## src/rtl/pcm_slot_port.sv

```systemverilog
module pcm_slot_port #(
  parameter int W        = 8,
  parameter int LONG_MIN = 2
) (
  input  logic         clk,
  input  logic         rst_n,
  input  logic         tx_bclk,
  input  logic         tx_fs,
  input  logic [W-1:0] tx_sample,
  input  logic         rx_bclk,
  input  logic         rx_fs,
  input  logic         rx_din,
  output logic         tx_dout,
  output logic         tx_oe,
  output logic         slot_n,
  output logic         long_mode,
  output logic [W-1:0] rx_sample,
  output logic         rx_valid
);
  localparam int CW = $clog2(W + 1);
  localparam int FW = $clog2(LONG_MIN + 1);

  logic [4:0] s1, s2, s3;
  always_ff @(posedge clk) begin
    if (!rst_n) begin
      s1 <= '0; s2 <= '0; s3 <= '0;
    end else begin
      s1 <= {rx_din, rx_fs, rx_bclk, tx_fs, tx_bclk};
      s2 <= s1;
      s3 <= s2;
    end
  end

  wire tbclk    = s2[0];
  wire tfs      = s2[1];
  wire rfs      = s2[3];
  wire rdin     = s2[4];
  wire t_rise   =  s2[0] & ~s3[0];
  wire t_fall   = ~s2[0] &  s3[0];
  wire tfs_rise =  s2[1] & ~s3[1];
  wire tfs_fall = ~s2[1] &  s3[1];
  wire r_fall   = ~s2[2] &  s3[2];
  wire rfs_rise =  s2[3] & ~s3[3];

  logic [FW-1:0] fcnt;
  always_ff @(posedge clk) begin
    if (!rst_n) begin
      fcnt <= '0;
      long_mode <= 1'b0;
    end else begin
      if (tfs_rise) fcnt <= '0;
      else if (tfs && t_fall && fcnt != FW'(LONG_MIN)) fcnt <= fcnt + 1'b1;
      if (tfs_fall) long_mode <= (fcnt >= FW'(LONG_MIN));
    end
  end

  logic          busy, armed, done;
  logic [CW-1:0] cnt;
  logic [W-1:0]  sh;

  wire start    = !busy && (long_mode ? ((armed | tfs_rise) & tbclk) : (armed & t_rise));
  wire end_bits = busy & (done | (t_fall & (cnt == CW'(W))));

  always_ff @(posedge clk) begin
    if (!rst_n) begin
      busy <= 1'b0; armed <= 1'b0; done <= 1'b0;
      cnt <= '0; sh <= '0;
    end else if (start) begin
      busy <= 1'b1; armed <= 1'b0; done <= 1'b0;
      cnt <= CW'(1); sh <= tx_sample;
    end else begin
      if (!busy && (long_mode ? tfs_rise : (t_fall & tfs))) armed <= 1'b1;
      if (busy && t_rise && cnt != CW'(W)) begin
        cnt <= cnt + 1'b1;
        sh  <= sh << 1;
      end
      if (end_bits) begin
        if (!long_mode || !tfs) begin
          busy <= 1'b0;
          done <= 1'b0;
        end else begin
          done <= 1'b1;
        end
      end
    end
  end

  assign tx_oe   = busy;
  assign tx_dout = busy & sh[W-1];
  assign slot_n  = ~busy;

  logic          rbusy;
  logic [CW-1:0] rcnt;
  logic [W-1:0]  rsh;

  always_ff @(posedge clk) begin
    if (!rst_n) begin
      rbusy <= 1'b0; rcnt <= '0; rsh <= '0;
      rx_sample <= '0; rx_valid <= 1'b0;
    end else begin
      rx_valid <= 1'b0;
      if (!rbusy) begin
        if (long_mode ? rfs_rise : (r_fall & rfs)) begin
          rbusy <= 1'b1;
          rcnt  <= '0;
        end
      end else if (r_fall) begin
        rsh <= {rsh[W-2:0], rdin};
        if (rcnt == CW'(W - 1)) begin
          rbusy     <= 1'b0;
          rx_sample <= {rsh[W-2:0], rdin};
          rx_valid  <= 1'b1;
        end else begin
          rcnt <= rcnt + 1'b1;
        end
      end
    end
  end


  valid_pulse_chk: assert property (@(posedge clk) disable iff (!rst_n)
    rx_valid |=> !rx_valid);


  slot_len_chk: assert property (@(posedge clk) disable iff (!rst_n)
    $fell(tx_oe) |-> $past(cnt) == CW'(W));


  open_on_high_chk: assert property (@(posedge clk) disable iff (!rst_n)
    $rose(tx_oe) |-> $past(tbclk));


  long_hold_chk: assert property (@(posedge clk) disable iff (!rst_n)
    ($fell(tx_oe) && $past(long_mode)) |-> !$past(tfs));


  dout_steady_chk: assert property (@(posedge clk) disable iff (!rst_n)
    (tx_oe && $past(tx_oe) && !$past(t_rise)) |-> $stable(tx_dout));
endmodule

```

## config.mk

```make
export PLATFORM = sky130hd
export DESIGN_NAME = pcm_slot_port
export DESIGN_NICKNAME = d
export VERILOG_FILES = /design/src/rtl/pcm_slot_port.sv
export SDC_FILE = /design/constraint.sdc
export NUM_CORES = 1
export LEC_CHECK = 0
export ABC_CLOCK_PERIOD_IN_PS = 2100
export CAP_MARGIN = 20
export CORE_ASPECT_RATIO = 0.5
export CORE_UTILIZATION = 60
export DETAILED_ROUTE_END_ITERATION = 16
export DONT_BUFFER_PORTS = 1
export GPL_ROUTABILITY_DRIVEN = 0
export PLACE_DENSITY = 0.78
export SETUP_SLACK_MARGIN = 0.3
export SLEW_MARGIN = 20
export SYNTH_ARGS = -nofsm -noshare
export SYNTH_HDL_FRONTEND = slang
export SYNTH_SLANG_ARGS = --single-unit
```

## constraint.sdc

```tcl
create_clock -name clk -period 2.1 [get_ports clk]
set_clock_uncertainty 0.1 [all_clocks]
set_input_delay 0.21 -clock clk [delete_from_list [all_inputs] [get_ports clk]]
set_output_delay 0.21 -clock clk [all_outputs]
set_load 0.02 [all_outputs]
```

Word level (Yosys, flattened, before mapping)
Index checks and enable logic that the tools add are counted.
- flip-flop bits (word level): 53
- output and inout bits: 13
- word-level logic and storage cells: 90
- input bits: 15
- add/subtract/negate cells: 3
- bitwise gates (word level): 23
- mux-type cells: 20
- order comparisons: 1
- eq/ne operators: 6
- reductions and logical operators: 21
- operator list (operator ; count):
    two-way mux 4 bit ; 4
    two-way mux 8 bit ; 2
    two-way mux 1 bit ; 14
    bitwise AND 1 bit ; 13
    AND reduction 3 bit ; 3
    adder 4 x 1 -> 4 bit, second input constant ; 2
    NOT 1 bit ; 8
    nonzero test 2 bit ; 4
    logical AND 1 bit ; 6
    inequality test 2 bit, second input constant ; 3
    == test 4 x 3 -> 1 bit, second input constant ; 1
    == test 4 bit, second input constant ; 1
    inequality test 4 bit, second input constant ; 1
    AND reduction 2 bit ; 2
    OR reduction 2 bit ; 2
    zero test 1 bit ; 3
    adder 2 x 1 -> 2 bit, second input constant ; 1
    >= comparator 2 bit, second input constant ; 1
    bitwise OR 1 bit ; 2
    logical OR 1 bit ; 1

Longest topological paths before layout
- depth after elaboration: 8
- mapped depth: 7
- mapped depth without buffers: 6

Least setup slack after synthesis
No wires, ideal clock.
- path kind: reg-to-reg
- start: reg cnt[0]
- end: reg sh[1]
- path slack: 0.554 ns
- arrival time: 1.324 ns
- library setup time: 0.122 ns
- cell stages (with the launch flop): 8
- cell sequence: dfxtp_1 -> inv_1 -> ha_1 -> and3b_1 -> or2_1 -> buf_2 -> nand2_1 -> a31oi_1
- word-level cells in the longest chain between the ends: 3
- ends and longest elaborated chain (what ; RTL line ; text):
    from (decl) ; 58 ; logic [CW-1:0] cnt;
    from (signal assigned) ; 74 ; cnt <= cnt + 1'b1;
    inequality test 4 bit ; 73 ; if (busy && t_rise && cnt != CW'(W)) begin
    logical AND 1 bit ; 73 ;
    nonzero test 2 bit (no source line) ; n/a ;
    to (signal assigned) ; 75 ; sh <= sh << 1;
    to (decl) ; 59 ; logic [W-1:0] sh;
Every way passes these cells.
A chain may end at the register's enable or synchronous reset.

Final worst setup path
- start: reg s3[1]
- end: reg cnt[1]
- word-level cells in the longest chain between the ends: 7
- ends and longest elaborated chain (what ; RTL line ; text):
    from (decl) ; 23 ; logic [4:0] s1, s2, s3;
    from (signal assigned) ; 26 ; s1 <= '0; s2 <= '0; s3 <= '0;
    from (signal assigned) ; 30 ; s3 <= s2;
    NOT 1 bit ; 40 ; wire tfs_rise = s2[1] & ~s3[1];
    bitwise AND 1 bit ; 40 ;
    bitwise OR 1 bit ; 61 ; wire start = !busy && (long_mode ? ((armed | tfs_rise) & tbclk) : (armed & t_rise));
    bitwise AND 1 bit ; 61 ;
    two-way mux 1 bit ; 61 ;
    logical AND 1 bit ; 61 ;
    OR reduction 2 bit (no source line) ; n/a ;
Every way passes these cells.

==> metrics.md <==
| Metric | Value |
|---|---|
| Status | `finished, violations left` |
| Failing checks | `DRC` |
| Post-Syn Area | `0.00204 mm2` |
| Wirelength, routed | `3410 um` |
| Reg2reg start | `s3[1]` |
| Post-Synth Simple-Gate Area | `22.6%` |
| Routed len/inst | `13.1 um` |
| Post-place setup slack | `395 ps` |
| Minimum clock period | `1630 ps` |
| Xor/xnor share of the synthesized area | `3.01%` |
| H-tree depth | `2` |
| Crit Path Category | `reg -> reg` |
| Number of synthesized flops with an enable pin | `0` |
| Commonest cells in the synthesized netlist | `53 x dfxtp_1, 33 x nand2_1, 15 x nor2_1` |
| Sequential fraction of the synthesis area | `52.1%` |
| Multi-input combinational cell area | `901 um2` |
| Core region area | `0.00312 mm2` |
| CP max FO | `19` |
| Setup_tns | `0 ps` |
| Synth-to-Final Area Change | `10.0%` |
| Power density over cell area | `793 mW/mm2` |
| Num rows | `14` |
| GRT Util Overall | `21.7%` |
| GRT Residual Overflow | `0` |
| Largest family of logic cells by synthesized area | `simple AND/OR/NAND/NOR gates` |
| DR pass1 iterations | `12` |
| CTS clk-pin slew, worst paths | `90 ps` |
| Drc violations | `2` |
| Synthesized area per cell | `9.61 um2` |
| Antenna violations before repair | `0` |
| Worst setup EP type | `flop` |
| Final Util | `71.9%` |
| Synth Flop Type | `dfxtp_1` |
| Number of synthesized register bits | `53` |
| Post-synth ARST share | `0%` |
| Diodes inserted | `0` |
| Share of cells above drive strength 1 | `9.05%` |
| Worst Setup Slack, final | `474 ps` |
| Synth warn | `0` |
| Vias/cell | `5.59` |
| Vias | `1458` |
| Largest net degree at the start of global routing | `23` |
| Leakage Power | `0.801 nW` |
| CTS tree | `done` |
| Clock tree buffer depth | `2` |
| Clk sink count | `53` |
| Crit path DAT | `1760 ps` |
| Die Y-Extent | `43.2 um` |
| Max-slew violations | `0` |
| First-pass GRT wire length | `5910 um` |
| Worst setup SP type | `flop` |
| Post-synthesis mux area share | `0%` |
| Max Fclk | `615 MHz` |
| Syn Nets | `231` |
| Port bufs | `0` |
| Slew @ Worst Pin | `620 ps` |
| Yosys top cell area share | `52.1%` |
| Max_slew headroom | `58.7%` |
| Number of global-route vias before repair | `1316` |
| Die width | `84.4 um` |
| Cells after Synth | `212` |
| Worst endpoint required time | `2240 ps` |
| Total CTS buffers | `5` |
| Die area | `0.00365 mm2` |
| Clock latency on the worst-skew pair | `300 ps` |
| Adder-Cell Fraction of Synth Area | `2.46%` |
| Final Hold Viols | `0` |
| Largest cells by area after synthesis | `dfxtp_1 52%, nand2_1 6.1%, and2_1 4.0%` |
| Post-synth top area cell | `dfxtp_1` |
| Top-count cell post-synth | `dfxtp_1` |
| # fillers | `238` |
| Initial Util | `65.4%` |
| Hpwl dp | `2160 um` |
| Final Setup Violations | `0` |
| Iter 0 DRT Violations | `72` |
| Synth Area in Compound Gates | `15.9%` |
| Hold Crit Start | `tx_sample[3]` |
| Crit share post-route | `77.4%` |
| Max VDD drop | `0.000442 V` |
| Total of max-cap violations | `0` |
| Reg area | `0.00106 mm2` |
| Synth cell types | `42` |
| Worst hold path class | `in -> reg` |
| Boundary Pins | `28` |
| Clk root buf | `clkbuf_8` |
| Worst Setup SP | `s3[1]` |
| RSZ-0062 raised after global routing | `false` |
| Nets@finish | `239` |
| Antenna viol nets, final | `0` |
routing by layer:
metal	wire (um)	track usage, %	vias up	share of wire, %
li1	-	-	740	-
met1	1660	27.5	679	49
met2	1520	33.9	33	45
met3	181	8.17	6	5.3
met4	42	8.14	0	1.2
met5	0	0	-	0
path summary, 6_finish.rpt:
check        slack (ps)  endpoint  cells past startpoint
max reg2reg         470    cnt[1]                      4
max                 470    cnt[1]                      4
min                  30     sh[3]                      2
min reg2reg         340     s2[0]                      1
logic make-up after synthesis:
family | Yosys count
AND/OR/NAND/NOR | 85
flip-flops | 53
AO/OA/AOI/OAI | 47
buffers and inverters | 16
XOR/XNOR | 7
adder cells (fa/ha/maj) | 4
where the power goes:
part | switching, mW | internal (mW) | leakage (nW)
registers | 0.00854 | 1.02 | 0.429
logic | 0.0299 | 0.0231 | 0.313
clock network | 0.311 | 0.388 | 0.0585
total | 0.349 | 1.43 | 0.801
area by class of cell:
cell class	count	share of cell area [%]
inverters	9	1.51
clock buffers	7	3.85
multi-input cells	143	40.2
flip-flops and latches	53	47.3
repair buffers	8	3.57
well taps	40	2.23
clock inverters	1	1.34
registers in the layout (all words and copies together) (netlist names), 2 cells and up:
register	flops
sh	8
fcnt	2
rsh	7
rx_sample	8
s3	4
s2	5
s1	5
rcnt	4
cnt	4
worst max-delay path: stages, from the launching register on:
cell and delay (ps):
dfxtp_1 400, and3b_4 230, o221ai_4 410, nand2_1 240, a21oi_1 170
placed cells by master, fill, tap and decap left out, types with 2 or more instances in the layout:
cell type      count
nand2b_1           2
nor2b_1            2
nand3_1            5
xor2_1             3
nand3b_1           2
nor2_1            14
and3b_1            2
dfxtp_1           53
xnor2_1            4
nor3b_1            2
a21oi_1           11
inv_1              8
dlygate4sd3_1      6
o21ai_0           10
clkbuf_8           6
a22o_1             8
a31oi_1            8
a211oi_1           2
and2_1            13
ha_1               4
nand2_1           33
per-stage QoR:
| stage | cells | power [mW] | hold slack (ps) | instance area (um2) |
|---|---|---|---|---|
| finish | 261 | 1.78 | 33.8 | 2240 |
| global route | 261 | 1.84 | 40.0 | 2240 |
| CTS | 261 | 1.79 | 25.0 | 2230 |
| detailed placement | 246 | 1.09 | 235 | 2050 |
| global placement | 246 | 1.08 | 234 | 2050 |
| floorplan | 212 | 1.08 | 237 | 2040 |
what timing repair did:
action | in CTS | in global routing
hold endpoints to repair | 23 | 0
buffers inserted | 0 | 0
hold buffers | 7 | 0
setup endpoints to repair | 0 | 6
resized for setup | 0 | 3
Power figures use the tool's default switching activity.
